===== src/rtl/xlate_pkg.sv =====
package xlate_pkg;
  typedef enum logic {
    TGT_PCI   = 1'b0,
    TGT_LOCAL = 1'b1
  } tgt_e;

  localparam int unsigned ADDR_W_DEF   = 32;
  localparam int unsigned NUM_WIN_DEF  = 8;
  localparam int unsigned WIN_BITS_DEF = 24;
endpackage


===== src/rtl/xlate_win_regs.sv =====
module xlate_win_regs #(
  parameter int unsigned ADDR_W   = xlate_pkg::ADDR_W_DEF,
  parameter int unsigned NUM_WIN  = xlate_pkg::NUM_WIN_DEF,
  parameter int unsigned WIN_BITS = xlate_pkg::WIN_BITS_DEF,
  parameter logic [ADDR_W-1:0] RST_BASE = 32'h1000_0000,
  localparam int unsigned SEL_W   = $clog2(NUM_WIN)
) (
  input  logic                            clk_i,
  input  logic                            rst_ni,
  input  logic                            we_i,
  input  logic [SEL_W-1:0]                idx_i,
  input  logic [ADDR_W-1:0]               data_i,
  output logic [NUM_WIN-1:0][ADDR_W-1:0]  win_o
);
  for (genvar n = 0; n < NUM_WIN; n++) begin : g_win
    localparam logic [ADDR_W-1:0] RST_VAL = RST_BASE + (ADDR_W'(n) << WIN_BITS);
    logic [ADDR_W-1:0] q;
    always_ff @(posedge clk_i or negedge rst_ni) begin
      if (!rst_ni)                              q <= RST_VAL;
      else if (we_i && idx_i == SEL_W'(n))      q <= data_i;
    end
    assign win_o[n] = q;
  end

  // a write is visible in the register one edge later
  a_r7_write_lands: assert property (@(posedge clk_i) disable iff (!rst_ni)
    we_i |=> win_o[$past(idx_i)] == $past(data_i));
  // windows without a write keep their value
  a_r7_no_write_hold: assert property (@(posedge clk_i) disable iff (!rst_ni)
    !we_i |=> $stable(win_o));
endmodule


===== src/rtl/xlate_datapath.sv =====
module xlate_datapath #(
  parameter int unsigned ADDR_W   = xlate_pkg::ADDR_W_DEF,
  parameter int unsigned NUM_WIN  = xlate_pkg::NUM_WIN_DEF,
  parameter int unsigned WIN_BITS = xlate_pkg::WIN_BITS_DEF,
  localparam int unsigned SEL_W   = $clog2(NUM_WIN),
  localparam int unsigned TGT_BIT = WIN_BITS + SEL_W
) (
  input  logic [ADDR_W-1:0]               addr_i,
  input  logic                            inbound_i,
  input  logic [NUM_WIN-1:0][ADDR_W-1:0]  win_i,
  output logic                            hit_o,
  output logic [ADDR_W-1:0]               addr_o
);
  import xlate_pkg::*;

  tgt_e               tgt;
  logic [SEL_W-1:0]   sel;
  logic [ADDR_W-1:0]  in_off;
  logic [ADDR_W-1:0]  xlated;

  always_comb begin
    tgt    = tgt_e'(addr_i[TGT_BIT]);
    sel    = addr_i[WIN_BITS +: SEL_W];
    in_off = {{(ADDR_W-WIN_BITS){1'b0}}, addr_i[WIN_BITS-1:0]};
    xlated = win_i[sel] + in_off;  // wraps mod 2^ADDR_W
    hit_o  = !inbound_i && (tgt == TGT_PCI);
    addr_o = hit_o ? xlated : addr_i;
  end
endmodule


===== src/rtl/ob_addr_xlate.sv =====
module ob_addr_xlate #(
  parameter int unsigned ADDR_W   = xlate_pkg::ADDR_W_DEF,
  parameter int unsigned NUM_WIN  = xlate_pkg::NUM_WIN_DEF,
  parameter int unsigned WIN_BITS = xlate_pkg::WIN_BITS_DEF,
  parameter logic [ADDR_W-1:0] RST_BASE = 32'h1000_0000,
  localparam int unsigned SEL_W   = $clog2(NUM_WIN),
  localparam int unsigned TGT_BIT = WIN_BITS + SEL_W
) (
  input  logic              clk_i,
  input  logic              rst_ni,
  input  logic              req_valid_i,
  input  logic [ADDR_W-1:0] req_addr_i,
  input  logic              req_inbound_i,
  input  logic              cfg_we_i,
  input  logic [SEL_W-1:0]  cfg_idx_i,
  input  logic [ADDR_W-1:0] cfg_data_i,
  output logic              rsp_valid_o,
  output logic              rsp_pci_hit_o,
  output logic [ADDR_W-1:0] rsp_addr_o
);
  logic [NUM_WIN-1:0][ADDR_W-1:0] win;
  logic                           hit_d;
  logic [ADDR_W-1:0]              addr_d;

  xlate_win_regs #(
    .ADDR_W(ADDR_W), .NUM_WIN(NUM_WIN), .WIN_BITS(WIN_BITS), .RST_BASE(RST_BASE)
  ) i_win_regs (
    .clk_i  (clk_i),
    .rst_ni (rst_ni),
    .we_i   (cfg_we_i),
    .idx_i  (cfg_idx_i),
    .data_i (cfg_data_i),
    .win_o  (win)
  );

  xlate_datapath #(
    .ADDR_W(ADDR_W), .NUM_WIN(NUM_WIN), .WIN_BITS(WIN_BITS)
  ) i_datapath (
    .addr_i    (req_addr_i),
    .inbound_i (req_inbound_i),
    .win_i     (win),
    .hit_o     (hit_d),
    .addr_o    (addr_d)
  );

  always_ff @(posedge clk_i or negedge rst_ni) begin
    if (!rst_ni) begin
      rsp_valid_o   <= 1'b0;
      rsp_pci_hit_o <= 1'b0;
      rsp_addr_o    <= '0;
    end else begin
      rsp_valid_o <= req_valid_i;
      if (req_valid_i) begin
        rsp_pci_hit_o <= hit_d;
        rsp_addr_o    <= addr_d;
      end
    end
  end

  a_r2_valid_follows: assert property (@(posedge clk_i) disable iff (!rst_ni)
    req_valid_i |=> rsp_valid_o);
  a_r2_idle_follows: assert property (@(posedge clk_i) disable iff (!rst_ni)
    !req_valid_i |=> !rsp_valid_o);
  a_r4_aperture_hit: assert property (@(posedge clk_i) disable iff (!rst_ni)
    (req_valid_i && !req_inbound_i && !req_addr_i[TGT_BIT]) |=> rsp_pci_hit_o);
  a_r5_local_passthru: assert property (@(posedge clk_i) disable iff (!rst_ni)
    (req_valid_i && req_addr_i[TGT_BIT])
      |=> (!rsp_pci_hit_o && rsp_addr_o == $past(req_addr_i)));
  a_r9_inbound_passthru: assert property (@(posedge clk_i) disable iff (!rst_ni)
    (req_valid_i && req_inbound_i)
      |=> (!rsp_pci_hit_o && rsp_addr_o == $past(req_addr_i)));
  a_r6_low_bits: assert property (@(posedge clk_i) disable iff (!rst_ni)
    (req_valid_i && !req_inbound_i && !req_addr_i[TGT_BIT] && !cfg_we_i)
      |=> rsp_addr_o == $past(win[req_addr_i[WIN_BITS +: SEL_W]]
                              + ADDR_W'(req_addr_i[WIN_BITS-1:0])));
  a_r1_hold_when_idle: assert property (@(posedge clk_i) disable iff (!rst_ni)
    !req_valid_i |=> $stable(rsp_addr_o) && $stable(rsp_pci_hit_o));
endmodule


===== config.mk =====
export PLATFORM = sky130hd
export DESIGN_NAME = ob_addr_xlate
export DESIGN_NICKNAME = d
export VERILOG_FILES = /design/src/rtl/xlate_pkg.sv /design/src/rtl/xlate_win_regs.sv /design/src/rtl/xlate_datapath.sv /design/src/rtl/ob_addr_xlate.sv
export SDC_FILE = /design/constraint.sdc
export NUM_CORES = 1
export LEC_CHECK = 0
export ABC_AREA = 1
export BUFFER_PORTS_ARGS = -buffer_cell sky130_fd_sc_hd__buf_2
export CAP_MARGIN = 40
export CORE_MARGIN = 1.5
export CORE_UTILIZATION = 37
export CTS_BUF_LIST = sky130_fd_sc_hd__clkbuf_4
export CTS_CLUSTER_DIAMETER = 40
export DETAILED_ROUTE_END_ITERATION = 7
export PLACE_DENSITY = 0.57
export SLEW_MARGIN = 25
export SYNTH_ARGS = -nofsm -noshare
export SYNTH_HDL_FRONTEND = slang
export SYNTH_SLANG_ARGS = --single-unit

===== constraint.sdc =====
create_clock -name clk_i -period 3.2 [get_ports clk_i]
set_clock_uncertainty 0.2 [all_clocks]
set_input_delay 0.64 -clock clk_i [delete_from_list [all_inputs] [get_ports clk_i]]
set_output_delay 0.64 -clock clk_i [all_outputs]
set_load 0.05 [all_outputs]

==> out/qor.txt, run 1 <==
Outcome -> completed
Total power -> 10.71 mW
Crit Path Max Fanout -> 4
Root buffer cell -> clkbuf_4
Cells after Synth -> 1,945
Combined area of the multi-input logic cells -> 0.006565 mm²
Cell area power density -> 579.9 mW/mm²
First DRT Iteration DRCs -> 906
Critical path class -> register to register
Top_reg_cell synth -> dfrtp_1
CTS tree -> done
Gr busiest metal -> met2
Setup crit start kind -> register
#FFs+latches synth -> 290
MaxCap Viol Count -> 0
Core Region -> 0.03964 mm²
Post-synth EDFFs -> 0
Routed len/inst -> 15.61 µm
Final Max Slew Viols -> 0
Initial antenna violation count -> 2
Final non-filler cell total -> 2,808
Die area -> 0.04130 mm²
Area contributors post-synth -> dfrtp_1 46%, nand2_1 15%, o21ai_0 12%, nor2_1 4.6%, inv_1 3.8%
Synth unique cells -> 39
Tcrit/Tclk final -> 92.37%
Register area share after synthesis -> 49.10%
Avg Inst Size Synth -> 7.626 µm²
Area leader, netlist -> dfrtp_1
Dpl cells -> 2,624
Final setup fails -> 0
Gr usage total -> 21.56%
Buffers on Ports -> 105
Die Ht -> 203.2 µm
H-Tree Depth -> 3
Worst EP arrival -> 3.36 ns
DP Wirelength -> 29,290 µm
Grt ovf -> 0
M2 GR Usage -> 35.18%
Num CTS Buffers -> 78
Placer Congestion -> 0.8859
Vias -> 13,866
Final hold vios -> 0
Most common cell in the netlist -> nand2_1
Endpoint type of the worst setup path -> register
Post-synthesis async set-or-reset flop share -> 100.0%
I/O pin cnt -> 106
Share of Yosys cell area claimed by the top area cell type -> 45.55%
First-pass GRT wire length -> 71,020 µm
Via density -> 4.938
Rel. slew slack -> 48.79%
Share of layout cells above drive strength 1 -> 19.43%
Post-Syn Nets -> 2,042
RSZ-0062 raised after global routing -> false
Post-CTS setup buffer count -> 0
Worst-path clk slew -> 0.06 ns
Met1 Track Usage GR -> 29.13%
Vias in the first global route -> 13,529
Area of the mapped netlist -> 0.01483 mm²
Initial Util -> 37.42%
Critical Path RT -> 3.61 ns
Worst-margin pin slew -> 0.7655 ns
DRC -> 0
Final Util -> 46.59%
Antenna-violating nets left -> 0
CTS max path bufs -> 3
FF/Latch Area -> 0.007282 mm²
Syn. warnings -> 0
Peak Freq -> 338.3 MHz
GR Layer Usage met3 -> 4.219%
Dpl cell area -> 0.01704 mm²
Worst IR Drop VDD -> 193.8 µV
Final nets -> 2,320
Largest net degree at the start of global routing -> 85
Fillers -> 3,995
Die X -> 203.2 µm
Clock tree sinks -> 290
Row count -> 73
HP Class -> input port to register
DR pass1 iterations -> 5
Worst skew pair latency -> 0.72 ns
Min Tclk post-route -> 2.956 ns
Post-synth top cells -> 588 x nand2_1, 359 x o21ai_0, 270 x dfrtp_1
Leakage -> 9.220 nW
Total Wirelength -> 43,840 µm
Post-layout instance area -> 0.01847 mm²
Area growth syn-to-layout -> 24.51%
-- repair_timing --
| action | CTS | global route |
|---|---|---|
| setup endpoints to repair | 0 | 1 |
| hold buffers | 44 | 0 |
| gates resized for setup | 0 | 1 |
| hold endpoints to repair | 111 | 0 |
-- layout make-up --
type | count | area share (%)
multi-input cells | 1392 | 35.55
repair buffers | 306 | 12.97
diodes | 3 | 0.04065
well taps | 525 | 3.557
clock inverters | 22 | 0.6301
inverters | 155 | 3.150
flip-flops and latches | 290 | 39.43
clock buffers | 115 | 4.675
-- placed cells by master (no fill, tap or decap), types with 4 or more instances in the layout --
| master | instances |
|---|---|
| a21oi_1 | 33 |
| a21oi_2 | 4 |
| a31oi_1 | 25 |
| buf_12 | 19 |
| buf_2 | 103 |
| buf_4 | 139 |
| clkbuf_4 | 115 |
| clkinv_1 | 20 |
| dfrtp_1 | 270 |
| dfstp_2 | 20 |
| dlygate4sd3_1 | 44 |
| ha_1 | 23 |
| inv_1 | 150 |
| nand2_1 | 579 |
| nand2_2 | 18 |
| nand3_1 | 50 |
| nand3_2 | 6 |
| nor2_1 | 180 |
| nor2_2 | 6 |
| nor3_1 | 8 |
| o211ai_1 | 34 |
| o21ai_0 | 357 |
| o21ai_1 | 9 |
| o21bai_1 | 4 |
| o221ai_1 | 4 |
| o22ai_1 | 24 |
| xnor2_1 | 9 |
| xor2_1 | 5 |
-- logic make-up (layout without fill, tap and decap cells) --
kind of cell	count (synthesis)	count (layout)	share of synthesized area, %
compound gates	500	500	18.19
xor+xnor	14	14	0.8267
fa+ha+maj	25	25	2.160
buf+inv	263	598	7.128
flops	290	290	49.10
other cells	0	3	0
simple gates	853	853	22.60
-- worst max-delay path, cell delays in order (launching register included) --
cell,delay (ns)
dfrtp_1,0.37
o21ai_0,0.15
o22ai_1,0.09
nor2_1,0.17
a31oi_1,0.06
buf_4,0.15
ha_1,0.36
a21oi_2,0.20
nand2_2,0.09
buf_4,0.13
nand2_1,0.05
nand2_1,0.06
nand2_1,0.06
nand2_1,0.11
nand2_1,0.12
inv_1,0.05
nand3_1,0.09
nand2_1,0.06
nand2_1,0.05
nand3_1,0.09
nand2_1,0.08
nand2_1,0.05
-- flip-flops by register name, indices dropped and copies added (netlist names) --
signal              cells
rsp_pci_hit_o           1
i_win_regs.g_win.q    256
rsp_addr_o             32
rsp_valid_o             1
-- power breakdown --
group	internal [mW]	total [mW]	leakage (nW)	switching (mW)
Clock	1.72	3.27	0.583	1.55
Sequential	4.37	4.69	3.57	0.325
Combinational	1.11	2.74	5.06	1.63
Total	7.21	10.7	9.22	3.50
-- routing by layer --
metal  share of wire [%]  wire [µm]
met1                  46      20270
met2                  46      20110
met3                 6.4       2798
met4                 1.5        660
met5                   0          0
-- through the flow --
step / hold WS (ns) / setup TNS (ns) / worst slack [ns]
floorplan: 0.1444 / -0.006187 / -0.006187
global placement: 0.2562 / -7.814 / -0.4274
detailed placement: 0.2620 / -8.719 / -0.4316
CTS: 0.002297 / 0 / 0.2263
global route: 0.02022 / 0 / 0.001670
finish: 0.05078 / 0 / 0.2442
-- final timing paths --
path                                           from                        end  slack (ns)  cells after the start
max in group asynchronous                    rst_ni  i_win_regs.g_win[6].q[17]        1.61                      3
min                                  req_addr_i[17]             rsp_addr_o[17]        0.05                      3
min reg2reg                          rsp_addr_o[18]             rsp_addr_o[18]        0.28                      2
min in group asynchronous                    rst_ni  i_win_regs.g_win[5].q[29]        0.30                      2
max reg2reg                i_win_regs.g_win[2].q[2]             rsp_addr_o[31]        0.24                     21
max                        i_win_regs.g_win[2].q[2]             rsp_addr_o[31]        0.24                     21
(Power assumes the default switching activity.)
==> run 2, diff against run 1 <==
REMOVE_ABC_BUFFERS = 1   (was not set)
==> run 2 against run 1 <==
  * Register-to-register slack about the same
  * Non-clock buffer count increased by 4
  * Sequential cell count unchanged
  * Utilization increased by 0.13 points
  * Clock-buffer cell count increased by 6
  * Critical path type unchanged
  * Largest power group unchanged
==> out/qor.txt, run 2 (synthesized netlist as in run 1, its figures left out) <==
Outcome -> completed
Combined area of the multi-input logic cells -> 0.006535 mm²
Final hold vios -> 0
Final Util -> 46.72%
Reg2reg end -> rsp_addr_o[27]
Routed len/inst -> 16.55 µm
Via density -> 5.001
Total power -> 10.90 mW
Final setup fails -> 0
Num CTS Buffers -> 81
Core Region -> 0.03964 mm²
FF-to-FF path depth -> 17
Share of layout cells above drive strength 1 -> 19.55%
Endpoint type of the worst setup path -> register
Fillers -> 4,048
Dpl cells -> 2,626
End point of the critical path -> rsp_addr_o[27]
First DRT Iteration DRCs -> 870
Cell area power density -> 588.8 mW/mm²
DR pass1 iterations -> 7
Critical Path RT -> 3.67 ns
Post-layout instance area -> 0.01852 mm²
CTS tree -> done
First-pass GRT wire length -> 75,250 µm
Grt ovf -> 0
Initial antenna violation count -> 1
Gr usage total -> 23.25%
Final Max Slew Viols -> 0
Vias in the first global route -> 14,055
FF/Latch Area -> 0.007282 mm²
Reg2Reg Setup Slack -> 0.23 ns
Initial Util -> 37.42%
Worst slack, placed -> -0.5312 ns
Die area -> 0.04130 mm²
Vias -> 14,088
I/O pin cnt -> 106
Rel. slew slack -> 49.87%
Worst skew pair latency -> 0.75 ns
Worst Setup Slack, final -> 0.2316 ns
RSZ-0062 raised after global routing -> false
CTS max path bufs -> 3
Worst EP arrival -> 3.44 ns
Number of flip-flops in the largest register -> 256
Final non-filler cell total -> 2,817
Worst IR Drop VDD -> 204.3 µV
Most frequent cells in the layout -> 582 x nand2_1, 358 x o21ai_0, 270 x dfrtp_1
Worst-margin pin slew -> 0.7519 ns
DP Wirelength -> 31,270 µm
Dpl cell area -> 0.01699 mm²
Commonest non-fill, non-tap cell in the layout -> nand2_1
Total Wirelength -> 46,620 µm
Crit Path Max Fanout -> 4
Die Ht -> 203.2 µm
HP Class -> input port to register
Antenna-violating nets left -> 0
Reg with most FFs -> i_win_regs.g_win.q
Critical path startpoint -> i_win_regs.g_win[1].q[15]
Clock tree sinks -> 290
Final nets -> 2,327
Worst r2r src -> i_win_regs.g_win[1].q[15]
Peak Freq -> 336.9 MHz
Setup crit start kind -> register
MaxCap Viol Count -> 0
Root buffer cell -> clkbuf_4
Die X -> 203.2 µm
Buffers on Ports -> 105
DRC -> 0
H-Tree Depth -> 3
Leakage -> 9.266 nW
Placer Congestion -> 0.8862
Area growth syn-to-layout -> 24.87%
Largest net degree at the start of global routing -> 87
Top flop regs -> i_win_regs.g_win.q: 256 flops, rsp_addr_o: 32 flops
Min Tclk post-route -> 2.968 ns
Tcrit/Tclk final -> 92.76%
Worst-path clk slew -> 0.06 ns
Row count -> 73
Critical path class -> register to register
-- run 2: changes by cell type in the layout (fill, tap and decap cells not counted), sizes merged, moves of 2 or more --
cell	before	now
inv	153	155
buf	262	264
diode	3	1
dlygate4sd3	44	46
clkinv	23	20
clkbuf	115	121
-- run 2: how the worst min path moves through the flow --
stage	start	to	slack (ns)	depth (start not counted)
final	req_addr_i[5]	rsp_addr_o[5]	0.07	3
after global routing	req_addr_i[7]	rsp_addr_o[7]	0.04	3
after CTS	req_addr_i[7]	rsp_addr_o[7]	0.01	3
after detailed placement	rsp_addr_o[15]	rsp_addr_o[15]	0.26	2
after global placement	rsp_addr_o[13]	rsp_addr_o[13]	0.26	2
after floorplan	rst_ni	i_win_regs.g_win[0].q[0]	0.14	0
-- run 2: cell type report --
type	count	share of cell area, %
antenna	1	0.01351
clock buffer	121	4.905
clock inverter	23	0.8039
inverter	155	3.141
multi-input combinational	1392	35.29
sequential	290	39.32
tap	525	3.547
timing repair buffer	310	12.98
-- run 2: where the power goes --
| group | total [mW] | internal (mW) | leakage (nW) | switching [mW] |
|---|---|---|---|---|
| clock network | 3.48 | 1.89 | 0.634 | 1.59 |
| registers | 4.72 | 4.37 | 3.57 | 0.353 |
| logic | 2.70 | 1.08 | 5.06 | 1.62 |
| total | 10.9 | 7.34 | 9.27 | 3.56 |
-- run 2: critical path, cell delays in order (launching register included) --
cell	delay, ns
dfrtp_1	0.37
o21ai_0	0.17
o22ai_1	0.09
nor2_1	0.11
a31oi_1	0.05
buf_4	0.15
ha_1	0.38
nand2_1	0.08
inv_1	0.07
buf_4	0.11
nand3_1	0.13
nor2_1	0.17
nand4_1	0.10
nand3_1	0.18
nand3_1	0.13
nand3_1	0.10
nand3_1	0.13
a21oi_1	0.18
-- run 2: per-stage QoR --
| stage | TNS, ns | hold WS [ns] |
|---|---|---|
| 6_report | 0 | 0.06965 |
| 5_1_grt | 0 | 0.03804 |
| 4_1_cts | 0 | 0.01312 |
| 3_5_place_dp | -8.474 | 0.2627 |
| 3_3_place_gp | -8.351 | 0.2575 |
| 2_1_floorplan | -4.704 | 0.1444 |
-- run 2: layer usage --
metal  vias up  global-route usage [%]  routed length (µm)
met3        67                   4.506                2834
met4         0                   9.365                1241
li1       6958                       -                   -
met1      6669                   30.99               21300
met5         -                       0                   0
met2       394                   37.20               21240
-- run 2: what timing repair did --
action,4_1_cts,5_1_grt
setup buffers,0,0
hold buffers,46,0
endpoints found under the hold margin,125,0
gates resized for setup,0,3
setup endpoints to repair,0,5
==> run 3, diff against run 2 <==
CORE_UTILIZATION = 50   (was 37)
PLACE_DENSITY = 0.72   (was 0.57)
==> run 3 against run 2 <==
  * Non-clock buffer count fell by 43
  * Sequential share of layout area increased by 1.3 points
  * Setup slack got worse by 0.11 ns
  * Register-to-register slack is essentially flat
  * Global-route usage up 5.7 points
  * Die area fell by 26%
  * Design area shrank 3.3%
  * Hold slack worse by 0.033 ns
  * Sequential cell count is the same
  * Critical path depth grew 1
  * Critical endpoint is now rsp_addr_o[18]
  * Largest power group unchanged
==> out/qor.txt, run 3 (synthesized netlist as in run 1, its figures left out) <==
Outcome -> completed
Via density -> 5.356
Area growth syn-to-layout -> 20.79%
Min Tclk post-route -> 3.078 ns
Routed len/inst -> 16.44 µm
Share of layout cells above drive strength 1 -> 18.49%
Critical path, cell by cell -> buf_4 -> buf_12 -> buf_4 -> o21ai_0 -> o22ai_1 -> nor2_1 -> a31oi_2 -> ha_1 -> nand2_1 -> inv_1 -> nand2_1 -> inv_1 -> a21oi_1 -> nand3_1 -> xor2_1 -> o21ai_1 -> buf_4 -> nand2_1
Rel. slew slack -> 47.96%
Top flop regs -> i_win_regs.g_win.q: 256 flops, rsp_addr_o: 32 flops
DP Wirelength -> 28,730 µm
Fillers -> 2,592
Peak Freq -> 324.8 MHz
Final nets -> 2,281
Placer Congestion -> 0.9697
WHS -> 0.03700 ns
Critical Path RT -> 3.56 ns
Commonest non-fill, non-tap cell in the layout -> nand2_1
Gr usage total -> 28.94%
Die area -> 0.03071 mm²
Root buffer cell -> clkbuf_4
I/O pin cnt -> 106
Worst skew pair latency -> 0.69 ns
Crit Path Max Fanout -> 27
Worst-path clk slew -> 0.07 ns
DR pass1 iterations -> 5
Initial Util -> 51.26%
Combined area of the multi-input logic cells -> 0.006540 mm²
Worst EP arrival -> 3.44 ns
Grt ovf -> 0
Die Ht -> 175.2 µm
Cell area power density -> 591.7 mW/mm²
Setup TNS -> 0 ns
Antenna-violating nets left -> 0
MaxCap Viol Count -> 0
Post-CTS setup buffer count -> 0
Tcrit/Tclk final -> 96.20%
Core Region -> 0.02894 mm²
Worst r2r src -> i_win_regs.g_win[2].q[12]
Total Wirelength -> 43,250 µm
CTS max path bufs -> 3
H-Tree Depth -> 3
Final setup fails -> 0
Reg2Reg Setup Slack -> 0.24 ns
Slowest cell delay on critical path -> 0.32 ns
FF-to-FF path depth -> 17
Number of flip-flops in the largest register -> 256
Setup crit start kind -> input port
Reg with most FFs -> i_win_regs.g_win.q
Worst IR Drop VDD -> 350.5 µV
Initial antenna violation count -> 1
Clock tree sinks -> 290
CP max-delay cell -> ha_1
Die X -> 175.2 µm
Buffers on Ports -> 105
HP Class -> input port to register
Row count -> 62
Reg2reg end -> rsp_addr_o[27]
Num CTS Buffers -> 78
Most frequent cells in the layout -> 582 x nand2_1, 357 x o21ai_0, 270 x dfrtp_1
Leakage -> 9.031 nW
Largest net degree at the start of global routing -> 70
Final hold vios -> 0
Critical path class -> input port to register
DRC -> 0
First DRT Iteration DRCs -> 1,199
Endpoint type of the worst setup path -> register
CTS tree -> done
Vias in the first global route -> 13,764
End point of the critical path -> rsp_addr_o[18]
Critical path startpoint -> req_addr_i[24]
Worst-margin pin slew -> 0.7806 ns
FF/Latch Area -> 0.007282 mm²
First-pass GRT wire length -> 70,190 µm
Final Max Slew Viols -> 0
Vias -> 14,085
[run 3: metal layers]
| metal | vias to the layer above | part of all wire (%) | track usage [%] |
|---|---|---|---|
| met5 | - | 0 | 0 |
| met4 | 0 | 2.0 | 9.473 |
| met3 | 65 | 6.3 | 4.308 |
| met2 | 485 | 47 | 47.26 |
| met1 | 6670 | 45 | 39.68 |
| li1 | 6865 | - | - |
[run 3: what timing repair did]
item / CTS / global route
endpoints found under the setup margin: 0 / 3
hold buffers: 31 / 0
resized for setup: 0 / 7
endpoints found under the hold margin: 92 / 0
[run 3: how the worst min path moves through the flow]
| stage | cells past startpoint | end | startpoint | slack [ns] |
|---|---|---|---|---|
| floorplan | 0 | i_win_regs.g_win[0].q[0] | rst_ni | 0.14 |
| global placement | 2 | rsp_addr_o[14] | rsp_addr_o[14] | 0.26 |
| detailed placement | 2 | rsp_addr_o[31] | rsp_addr_o[31] | 0.26 |
| CTS | 3 | rsp_addr_o[22] | req_addr_i[22] | 0.005 |
| global route | 3 | i_win_regs.g_win[7].q[15] | cfg_data_i[15] | 0.03 |
| finish | 3 | i_win_regs.g_win[7].q[17] | cfg_data_i[17] | 0.04 |
[run 3: area by class of cell]
class	instances	area share, %
antenna	1	0.01397
clock buffer	121	5.071
clock inverter	20	0.4470
inverter	155	3.248
multi-input combinational	1392	36.51
sequential	290	40.65
tap	384	2.682
timing repair buffer	267	11.38
[run 3: critical path, delay by kind of cell]
family | cells | cell delay (ns)
buf+inv | 6 | 0.83
compound gates | 5 | 0.89
xor+xnor | 1 | 0.18
simple gates | 5 | 0.54
fa+ha+maj | 1 | 0.32
[run 3: where the power goes]
part           switching [mW]  internal, mW
Sequential              0.341          4.37
Clock                    1.53          1.72
Combinational            1.61          1.03
[run 3: metrics by stage]
step | utilization, % | std cells | worst slack (ns) | cell area, µm² | power (mW)
CTS | 61.83 | 2629 | 0.07634 | 17890 | 10.66
global route | 61.91 | 2630 | -0.02476 | 17910 | 11.28
floorplan | - | 1837 | -0.3747 | 14360 | 6.273
detailed placement | 57.34 | 2457 | -0.6294 | 16590 | 7.349
global placement | 57.34 | 2457 | -0.6073 | 16590 | 7.262
finish | 61.91 | 2630 | 0.1216 | 17910 | 10.60
